==> src/rtl/cfg_boot_pkg.sv <==
package cfg_boot_pkg;
  localparam int ADDR_W     = 6;
  localparam int WORD_W     = 16;
  localparam int CMD_BITS   = 9;
  localparam int FRAME_BITS = 25;
  localparam logic [1:0] OP_READ  = 2'b10;
  localparam logic [1:0] OP_WRITE = 2'b01;

  typedef enum logic [2:0] {
    MW_IDLE, MW_LOW, MW_HIGH, MW_GAP, MW_DONE
  } mw_state_e;

  typedef struct packed {
    logic              we;
    logic [ADDR_W-1:0] idx;
    logic [WORD_W-1:0] data;
  } cfg_wr_t;
endpackage

==> src/rtl/cfg_boot_timer.sv <==
module cfg_boot_timer #(
  parameter int STRAP_DLY  = 40,
  parameter int LOAD_DLY   = 160,
  parameter int CPU_OK_DLY = 6000000
) (
  input  logic clk,
  input  logic rst_n,
  output logic rst_s,
  output logic strap_pulse,
  output logic load_start,
  output logic cpu_open
);
  localparam int LIMIT = (CPU_OK_DLY > LOAD_DLY) ? CPU_OK_DLY : LOAD_DLY;
  localparam int CNT_W = $clog2(LIMIT + 1);

  logic [1:0]       sync_q;
  logic [CNT_W-1:0] cnt_q, cnt_nx;

  // reset release synchronised to the clock
  always_ff @(posedge clk or negedge rst_n) begin
    if (!rst_n) sync_q <= 2'b00;
    else        sync_q <= {sync_q[0], 1'b1};
  end
  assign rst_s = sync_q[1];

  always_comb begin
    cnt_nx = cnt_q;
    if (rst_s && (cnt_q != CNT_W'(LIMIT))) cnt_nx = cnt_q + CNT_W'(1);
  end

  always_ff @(posedge clk or negedge rst_n) begin
    if (!rst_n) cnt_q <= '0;
    else        cnt_q <= cnt_nx;
  end

  assign strap_pulse = rst_s && (cnt_q == CNT_W'(STRAP_DLY));
  assign load_start  = rst_s && (cnt_q >= CNT_W'(LOAD_DLY));
  assign cpu_open    = rst_s && (cnt_q >= CNT_W'(CPU_OK_DLY));
endmodule

==> src/rtl/cfg_mw_master.sv <==
module cfg_mw_master
  import cfg_boot_pkg::*;
#(
  parameter int          NUM_WORDS = 8,
  parameter int          SK_HALF   = 100,
  parameter logic [15:0] SIG_VALUE = 16'h4154
) (
  input  logic    clk,
  input  logic    rst_n,
  input  logic    start,
  input  logic    do_i,
  output logic    cs_o,
  output logic    sk_o,
  output logic    di_o,
  output logic    drive,
  output logic    done,
  output cfg_wr_t wr
);
  localparam int DIV_W = $clog2(SK_HALF + 1);
  localparam logic [4:0] LAST_BIT = 5'(FRAME_BITS - 1);

  mw_state_e         st_q, st_nx;
  logic [DIV_W-1:0]  div_q, div_nx;
  logic [4:0]        bit_q, bit_nx;
  logic [ADDR_W-1:0] word_q, word_nx;
  logic [WORD_W-1:0] sh_q, sh_nx;
  logic              fin_q, fin_nx;
  logic              tick, active, last_word;
  logic [FRAME_BITS-1:0] frame;

  assign active    = (st_q == MW_LOW) || (st_q == MW_HIGH) || (st_q == MW_GAP);
  assign tick      = active && (div_q == DIV_W'(SK_HALF - 1));
  assign last_word = (word_q == ADDR_W'(NUM_WORDS));
  assign frame     = {1'b1, OP_READ, word_q, {WORD_W{1'b0}}};

  always_comb begin
    div_nx = (!active || tick) ? '0 : div_q + DIV_W'(1);
  end

  always_comb begin
    st_nx   = st_q;
    bit_nx  = bit_q;
    word_nx = word_q;
    sh_nx   = sh_q;
    fin_nx  = fin_q;
    unique case (st_q)
      MW_IDLE: if (start) begin
        st_nx   = MW_LOW;
        bit_nx  = '0;
        word_nx = '0;
      end
      MW_LOW: if (tick) begin
        st_nx = MW_HIGH;
        if (bit_q >= 5'(CMD_BITS)) sh_nx = {sh_q[WORD_W-2:0], do_i};
      end
      MW_HIGH: if (tick) begin
        if (bit_q == LAST_BIT) begin
          st_nx  = MW_GAP;
          fin_nx = last_word || ((word_q == '0) && (sh_q != SIG_VALUE));
        end else begin
          st_nx  = MW_LOW;
          bit_nx = bit_q + 5'd1;
        end
      end
      MW_GAP: if (tick) begin
        if (fin_q) st_nx = MW_DONE;
        else begin
          st_nx   = MW_LOW;
          bit_nx  = '0;
          word_nx = word_q + ADDR_W'(1);
        end
      end
      MW_DONE: st_nx = MW_DONE;
      default: st_nx = MW_IDLE;
    endcase
  end

  always_ff @(posedge clk or negedge rst_n) begin
    if (!rst_n) begin
      st_q   <= MW_IDLE;
      div_q  <= '0;
      bit_q  <= '0;
      word_q <= '0;
      sh_q   <= '0;
      fin_q  <= 1'b0;
    end else begin
      st_q   <= st_nx;
      div_q  <= div_nx;
      bit_q  <= bit_nx;
      word_q <= word_nx;
      sh_q   <= sh_nx;
      fin_q  <= fin_nx;
    end
  end

  assign cs_o  = (st_q == MW_LOW) || (st_q == MW_HIGH);
  assign sk_o  = (st_q == MW_HIGH);
  assign di_o  = cs_o ? frame[LAST_BIT - bit_q] : 1'b0;
  assign drive = active;
  assign done  = (st_q == MW_DONE);

  always_comb begin
    wr.we   = (st_q == MW_HIGH) && tick && (bit_q == LAST_BIT) && (word_q != '0);
    wr.idx  = word_q - ADDR_W'(1);
    wr.data = sh_q;
  end
endmodule

==> src/rtl/cfg_mw_snoop.sv <==
module cfg_mw_snoop
  import cfg_boot_pkg::*;
#(
  parameter int NUM_REGS = 8
) (
  input  logic    clk,
  input  logic    rst_n,
  input  logic    enable,
  input  logic    cs_i,
  input  logic    sk_i,
  input  logic    di_i,
  output cfg_wr_t wr
);
  localparam logic [5:0] CNT_MAX = 6'h3f;

  // bit order {cs, sk, di}
  logic [2:0]            s1_q, s2_q, pv_q;
  logic [5:0]            cnt_q, cnt_nx;
  logic [FRAME_BITS-1:0] sh_q, sh_nx;
  logic                  cs_rise, cs_fall, sk_rise;
  logic [ADDR_W-1:0]     addr;

  assign cs_rise = s2_q[2] && !pv_q[2];
  assign cs_fall = !s2_q[2] && pv_q[2];
  assign sk_rise = s2_q[1] && !pv_q[1];
  assign addr    = sh_q[WORD_W +: ADDR_W];

  always_comb begin
    cnt_nx = cnt_q;
    sh_nx  = sh_q;
    if (cs_rise) begin
      cnt_nx = '0;
      sh_nx  = '0;
    end else if (s2_q[2] && sk_rise && (cnt_q != CNT_MAX)) begin
      cnt_nx = cnt_q + 6'd1;
      sh_nx  = {sh_q[FRAME_BITS-2:0], s2_q[0]};
    end
  end

  always_ff @(posedge clk or negedge rst_n) begin
    if (!rst_n) begin
      s1_q  <= '0;
      s2_q  <= '0;
      pv_q  <= '0;
      cnt_q <= '0;
      sh_q  <= '0;
    end else begin
      s1_q  <= {cs_i, sk_i, di_i};
      s2_q  <= s1_q;
      pv_q  <= s2_q;
      cnt_q <= cnt_nx;
      sh_q  <= sh_nx;
    end
  end

  always_comb begin
    wr.we   = enable && cs_fall && (cnt_q == 6'(FRAME_BITS)) &&
              sh_q[FRAME_BITS-1] && (sh_q[FRAME_BITS-2 -: 2] == OP_WRITE) &&
              (addr != '0) && (addr <= ADDR_W'(NUM_REGS));
    wr.idx  = addr - ADDR_W'(1);
    wr.data = sh_q[WORD_W-1:0];
  end
endmodule

==> src/rtl/cfg_regfile.sv <==
module cfg_regfile
  import cfg_boot_pkg::*;
#(
  parameter int NUM_REGS = 8
) (
  input  logic                       clk,
  input  logic                       rst_n,
  input  cfg_wr_t                    ld_wr,
  input  cfg_wr_t                    sn_wr,
  input  cfg_wr_t                    cpu_wr,
  output logic [NUM_REGS*WORD_W-1:0] regs
);
  for (genvar i = 0; i < NUM_REGS; i++) begin : g_reg
    logic [WORD_W-1:0] q, nx;
    // priority: boot loader, then snooped write, then direct write
    always_comb begin
      nx = q;
      if (ld_wr.we && (ld_wr.idx == ADDR_W'(i)))        nx = ld_wr.data;
      else if (sn_wr.we && (sn_wr.idx == ADDR_W'(i)))   nx = sn_wr.data;
      else if (cpu_wr.we && (cpu_wr.idx == ADDR_W'(i))) nx = cpu_wr.data;
    end
    always_ff @(posedge clk or negedge rst_n) begin
      if (!rst_n) q <= '0;
      else        q <= nx;
    end
    assign regs[i*WORD_W +: WORD_W] = q;
  end
endmodule

==> src/rtl/cfg_boot_loader.sv <==
module cfg_boot_loader
  import cfg_boot_pkg::*;
#(
  parameter int          NUM_REGS   = 8,
  parameter int          SK_HALF    = 100,
  parameter int          STRAP_DLY  = 40,
  parameter int          LOAD_DLY   = 160,
  parameter int          CPU_OK_DLY = 6000000,
  parameter logic [15:0] SIG_VALUE  = 16'h4154
) (
  input  logic                       clk,
  input  logic                       rst_n,
  input  logic                       ee_cs_i,
  output logic                       ee_cs_o,
  output logic                       ee_cs_oe,
  input  logic                       ee_sk_i,
  output logic                       ee_sk_o,
  output logic                       ee_sk_oe,
  input  logic                       ee_di_i,
  output logic                       ee_di_o,
  output logic                       ee_di_oe,
  input  logic                       ee_do_i,
  output logic                       strap_eeprom_en,
  output logic                       strap_dual_color,
  output logic                       strap_auto_mdix,
  output logic                       strap_cs_level,
  input  logic                       reg_wr_en,
  input  logic [5:0]                 reg_wr_addr,
  input  logic [15:0]                reg_wr_data,
  output logic [NUM_REGS*16-1:0]     cfg_regs,
  output logic                       boot_done
);
  // strap order {eeprom_en, dual_color, auto_mdix, cs_level}
  localparam logic [3:0] STRAP_RST = 4'b1000;

  logic       rst_s, strap_pulse, load_start, cpu_open;
  logic [3:0] strap_q, strap_nx;
  logic       done_q, done_nx;
  logic       m_drive, m_done, m_cs, m_sk, m_di;
  cfg_wr_t    ld_wr, sn_wr, cpu_wr;

  cfg_boot_timer #(
    .STRAP_DLY (STRAP_DLY),
    .LOAD_DLY  (LOAD_DLY),
    .CPU_OK_DLY(CPU_OK_DLY)
  ) u_timer (
    .clk        (clk),
    .rst_n      (rst_n),
    .rst_s      (rst_s),
    .strap_pulse(strap_pulse),
    .load_start (load_start),
    .cpu_open   (cpu_open)
  );

  always_comb begin
    strap_nx = strap_q;
    if (strap_pulse) strap_nx = {ee_do_i, ee_di_i, ee_sk_i, ee_cs_i};
  end

  always_ff @(posedge clk or negedge rst_n) begin
    if (!rst_n) strap_q <= STRAP_RST;
    else        strap_q <= strap_nx;
  end

  assign strap_eeprom_en  = strap_q[3];
  assign strap_dual_color = strap_q[2];
  assign strap_auto_mdix  = strap_q[1];
  assign strap_cs_level   = strap_q[0];

  cfg_mw_master #(
    .NUM_WORDS(NUM_REGS),
    .SK_HALF  (SK_HALF),
    .SIG_VALUE(SIG_VALUE)
  ) u_master (
    .clk  (clk),
    .rst_n(rst_n),
    .start(load_start && strap_q[3] && rst_s),
    .do_i (ee_do_i),
    .cs_o (m_cs),
    .sk_o (m_sk),
    .di_o (m_di),
    .drive(m_drive),
    .done (m_done),
    .wr   (ld_wr)
  );

  always_comb begin
    done_nx = done_q || m_done || (load_start && !strap_q[3]);
  end

  always_ff @(posedge clk or negedge rst_n) begin
    if (!rst_n) done_q <= 1'b0;
    else        done_q <= done_nx;
  end
  assign boot_done = done_q;

  assign ee_cs_o  = m_cs;
  assign ee_sk_o  = m_sk;
  assign ee_di_o  = m_di;
  assign ee_cs_oe = m_drive;
  assign ee_sk_oe = m_drive;
  assign ee_di_oe = m_drive;

  cfg_mw_snoop #(
    .NUM_REGS(NUM_REGS)
  ) u_snoop (
    .clk   (clk),
    .rst_n (rst_n),
    .enable(done_q),
    .cs_i  (ee_cs_i),
    .sk_i  (ee_sk_i),
    .di_i  (ee_di_i),
    .wr    (sn_wr)
  );

  always_comb begin
    cpu_wr.we   = reg_wr_en && cpu_open && (reg_wr_addr < ADDR_W'(NUM_REGS));
    cpu_wr.idx  = reg_wr_addr;
    cpu_wr.data = reg_wr_data;
  end

  cfg_regfile #(
    .NUM_REGS(NUM_REGS)
  ) u_regs (
    .clk   (clk),
    .rst_n (rst_n),
    .ld_wr (ld_wr),
    .sn_wr (sn_wr),
    .cpu_wr(cpu_wr),
    .regs  (cfg_regs)
  );
endmodule

==> config.mk <==
export PLATFORM = sky130hd
export DESIGN_NAME = cfg_boot_loader
export DESIGN_NICKNAME = d
export VERILOG_FILES = /design/src/rtl/cfg_boot_pkg.sv /design/src/rtl/cfg_boot_timer.sv /design/src/rtl/cfg_mw_master.sv /design/src/rtl/cfg_mw_snoop.sv /design/src/rtl/cfg_regfile.sv /design/src/rtl/cfg_boot_loader.sv
export SDC_FILE = /design/constraint.sdc
export NUM_CORES = 1
export LEC_CHECK = 0
export BUFFER_PORTS_ARGS = -buffer_cell sky130_fd_sc_hd__buf_2
export CORE_MARGIN = 2
export CORE_UTILIZATION = 44
export CTS_CLUSTER_SIZE = 12
export DETAILED_ROUTE_END_ITERATION = 8
export GPL_TIMING_DRIVEN = 0
export PLACE_DENSITY = 0.72
export SLEW_MARGIN = 20
export SYNTH_ARGS = -nofsm -noshare
export SYNTH_HDL_FRONTEND = slang
export SYNTH_HIERARCHICAL = 1
export SYNTH_SLANG_ARGS = --single-unit
==> constraint.sdc <==
create_clock -name clk -period 7.6 [get_ports clk]
set_clock_uncertainty 0.1 [all_clocks]
set_input_delay 1.52 -clock clk [delete_from_list [all_inputs] [get_ports clk]]
set_output_delay 1.52 -clock clk [all_outputs]
set_load 0.01 [all_outputs]
==> metrics.yaml <==
final_nets: 1589
slew_headroom_pct: 41.8
cts_resized: 0
crit_fanout: 10
maxSlewViolCount: 0
grt_usage_pct: 25.5
r2r_slack_ns: 3.41
leakage_nw: 7.37
regToRegStartpoint: "u_master/st_q[2]$_DFFE_PN0P_"
routed_wl_mm: 40.9
ys.flop_type: "dfrtp_1"
synthArstFlopShare_pct: 100
setup_viol: 0
p_total_w: 0.00292
crit_top_cell: "clkbuf_1"
drtIter0Drc: 1398
gp_congestion: 0.892
cts_root_buf: "clkbuf_16"
die_h_microns: 179
power_switching_w: 0.000683
ctsLongestPathBuffers: 3
syn2layout_area_growth_pct: 17.1
clock_latency_ns: 0.54
fin_crit_sh_pct: 55.2
syn_area_sq_um: 13400
syn_area_per_cell_sq_um: 9.84
rsz0062_at_grt: "false"
dr.pass1.iters: 6
cpMaxStageDelayCell: "nand4b_1"
hold_viol: 0
seq_power_share_pct: 45.1
rows: 63
crit_arrival_ns: 4.52
vdd_drop_max_mv: 0.145
fin_setup_tns_ns: 0
status: "complete, no violations"
critical_path_class: "reg -> reg"
ios: 168
clock_sinks: 235
synth-edff-count: 0
n_antenna_cell: 0
die_w_microns: 179
internal_power_w: 0.00224
syn_nets: 1406
vias: 11712
io_buffers: 152
core_sq_um: 29900
die_area_sq_um: 31900
r2r-end: "u_regs/g_reg[6].q[11]$_DFFE_PN0P_"
syn_inst: 1364
critPathMaxStageDelay_ns: 0.58
numCtsBuffers: 27
hold_start: "u_snoop/s1_q[0]$_DFF_PN0_"
drc: 0
holdPathEnd: "u_snoop/s2_q[0]$_DFF_PN0_"
vias_per_cell: 5.98
fillers: 2681
ys_ff_latch: 235
worstPathCellList: "clkbuf_1 > or3b_2 > nor3_1 > o21a_1 > nor4b_2 > nand4b_1 > nor2b_1 > clkbuf_1 > a221oi_1"
fmax_mhz: 238
power.density_nw_per_um2: 186
grt_overflow: 0
min_delay_path_depth: 0
p_comb_share_pct: 6.7
pwr-share-clk_pct: 48.2
clk_pin_slew_ns: 0.06
antenna_found_initial: 3
drive_above_1_share_pct: 20.2
required_ns: 7.93
worst_pin_slew_ns: 0.866
synth.distinct_cells: 85
floorplan.initialDensity_pct: 44.9
yosys_warnings: 6
first_global_vias: 11233
ant_nets: 0
grt_max_degree: 98
htree_num_levels: 1
wl_per_cell_microns: 20.9
cp-start-kind: "flop"
synth_seq_area_share_pct: 43.8
endpoint_kind: "flop"
drv_cap: 0
hpwl_mm: 29.5
final_util_pct: 52.6
rr_worst_depth: 9
cts_tree: "done"
cts_hold_buf: 0
post_cts_buffers: 0
p_sw_share_pct: 23.4
grt_first_pass_wirelength_mm: 63.1
period_needed_ns: 4.19
hold_class: "reg -> reg"
==> worst max-delay path by stage <==
stage                                        startpoint  slack [ns]                                end  cells past startpoint
after floorplan                          reg_wr_addr[4]        3.91  u_regs/g_reg[2].q[10]$_DFFE_PN0P_                      7
after global placement                            rst_n        0.73      u_master/bit_q[4]$_DFFE_PN0P_                      1
after detailed placement                 reg_wr_addr[4]        3.19   u_regs/g_reg[3].q[8]$_DFFE_PN0P_                      8
after CTS                 u_master/bit_q[0]$_DFFE_PN0P_        3.40                            ee_di_o                      6
after global routing        u_master/div_q[3]$_DFF_PN0_        3.16   u_regs/g_reg[3].q[8]$_DFFE_PN0P_                     10
final                      u_master/st_q[2]$_DFFE_PN0P_        3.41  u_regs/g_reg[6].q[11]$_DFFE_PN0P_                      9
==> cells by family (layout without fill, tap and decap cells) <==
group	after synthesis	after routing	synth area share, %
fa+ha+maj	13	13	1.21
simple gates	412	412	16.5
other cells	1	1	0.0279
flops	235	235	43.8
mux	153	153	11.7
buf+inv	272	475	8.86
xor+xnor	39	39	2.55
compound gates	239	239	15.3
==> layout make-up <==
type | count | area (sq um) | area share (%)
timing repair buffer | 154 | 826 | 5.26
buffer | 147 | 719 | 4.58
inverter | 125 | 469 | 2.99
clock inverter | 10 | 154 | 0.980
sequential | 235 | 5880 | 37.4
multi-input combinational | 857 | 6350 | 40.4
clock buffer | 39 | 821 | 5.23
tap | 390 | 488 | 3.11
==> power groups by stage <==
stage,combinational [W],sequential (W),clock [W]
after detailed placement,0.000194,0.00134,0
after floorplan,0.000118,0.00133,0
after global routing,0.000214,0.00132,0.00148
final,0.000195,0.00132,0.00141
after CTS,0.000195,0.00132,0.00143
after global placement,0.000185,0.00134,0
==> stage by stage <==
stage | std cells | hold WS, ns | cell area, sq um | worst slack [ns]
6_report | 1957 | 0.246 | 15700 | 3.41
4_1_cts | 1957 | 0.248 | 15700 | 3.40
3_3_place_gp | 1906 | 0.233 | 14700 | 0.730
2_1_floorplan | 1364 | 0.231 | 13400 | 3.91
5_1_grt | 1957 | 0.249 | 15700 | 3.16
3_5_place_dp | 1908 | 0.235 | 14700 | 3.19
==> layout by cell type (no fill, tap or decap), drive strengths merged, types with 36 or more instances in the layout <==
cell / synthesis / final
a211oi: 36 / 36
a221oi: 91 / 91
buf: 74 / 228
clkbuf: 73 / 112
dfrtp: 234 / 234
inv: 124 / 125
mux2i: 130 / 130
nand2: 46 / 46
nor2: 155 / 155
nor3: 42 / 42
==> per-layer routing <==
metal	routed length [microns]	track usage, %	share of wire [%]	up-vias
li1	-	-	-	5244
met1	17000	34.3	42	5732
met2	18300	40.1	45	621
met3	3970	5.75	9.7	109
met4	1570	9.45	3.8	6
met5	39	0	0.095	-
==> worst max-delay path, delay by kind of cell (launching register included) <==
family	cells	cell delay, ns
AND/OR/NAND/NOR	5	2.46
AO/OA/AOI/OAI	2	0.58
buffers and inverters	2	0.56
flip-flops	1	0.37
==> synth_stat cells (14+ instances only) <==
library cell,number,area share [%]
buf_4,22,1.2
nor2_1,149,4.2
nand2_1,46,1.3
buf_2,24,0.90
buf_1,21,0.59
inv_1,123,3.4
nand3_1,26,0.97
a221o_1,16,1.2
a211oi_1,35,2.0
xor2_1,24,1.6
nor3_1,42,1.6
dfrtp_1,234,44
xnor2_1,15,0.98
a21oi_1,14,0.52
a221oi_1,81,5.3
o211a_1,14,1.0
and2_1,25,1.2
mux2i_1,130,9.7
clkbuf_1,71,2.0
mux2_2,17,1.4
==> flip-flops by register name, indices dropped and copies added, names as in the netlist <==
register and count:
u_timer/sync_q 2, u_snoop/s2_q 3, u_master/fin_q 1, u_regs/g.q 128
u_snoop/sh_q 25, strap_q 4, u_timer/cnt_q 23, u_master/div_q 7
u_master/word_q 6, u_master/bit_q 5, u_snoop/cnt_q 6, u_master/sh_q 16
u_master/st_q 3, u_snoop/s1_q 3, u_snoop/pv_q 2, boot_done 1
Note: power is estimated with default switching activity, not from simulation.
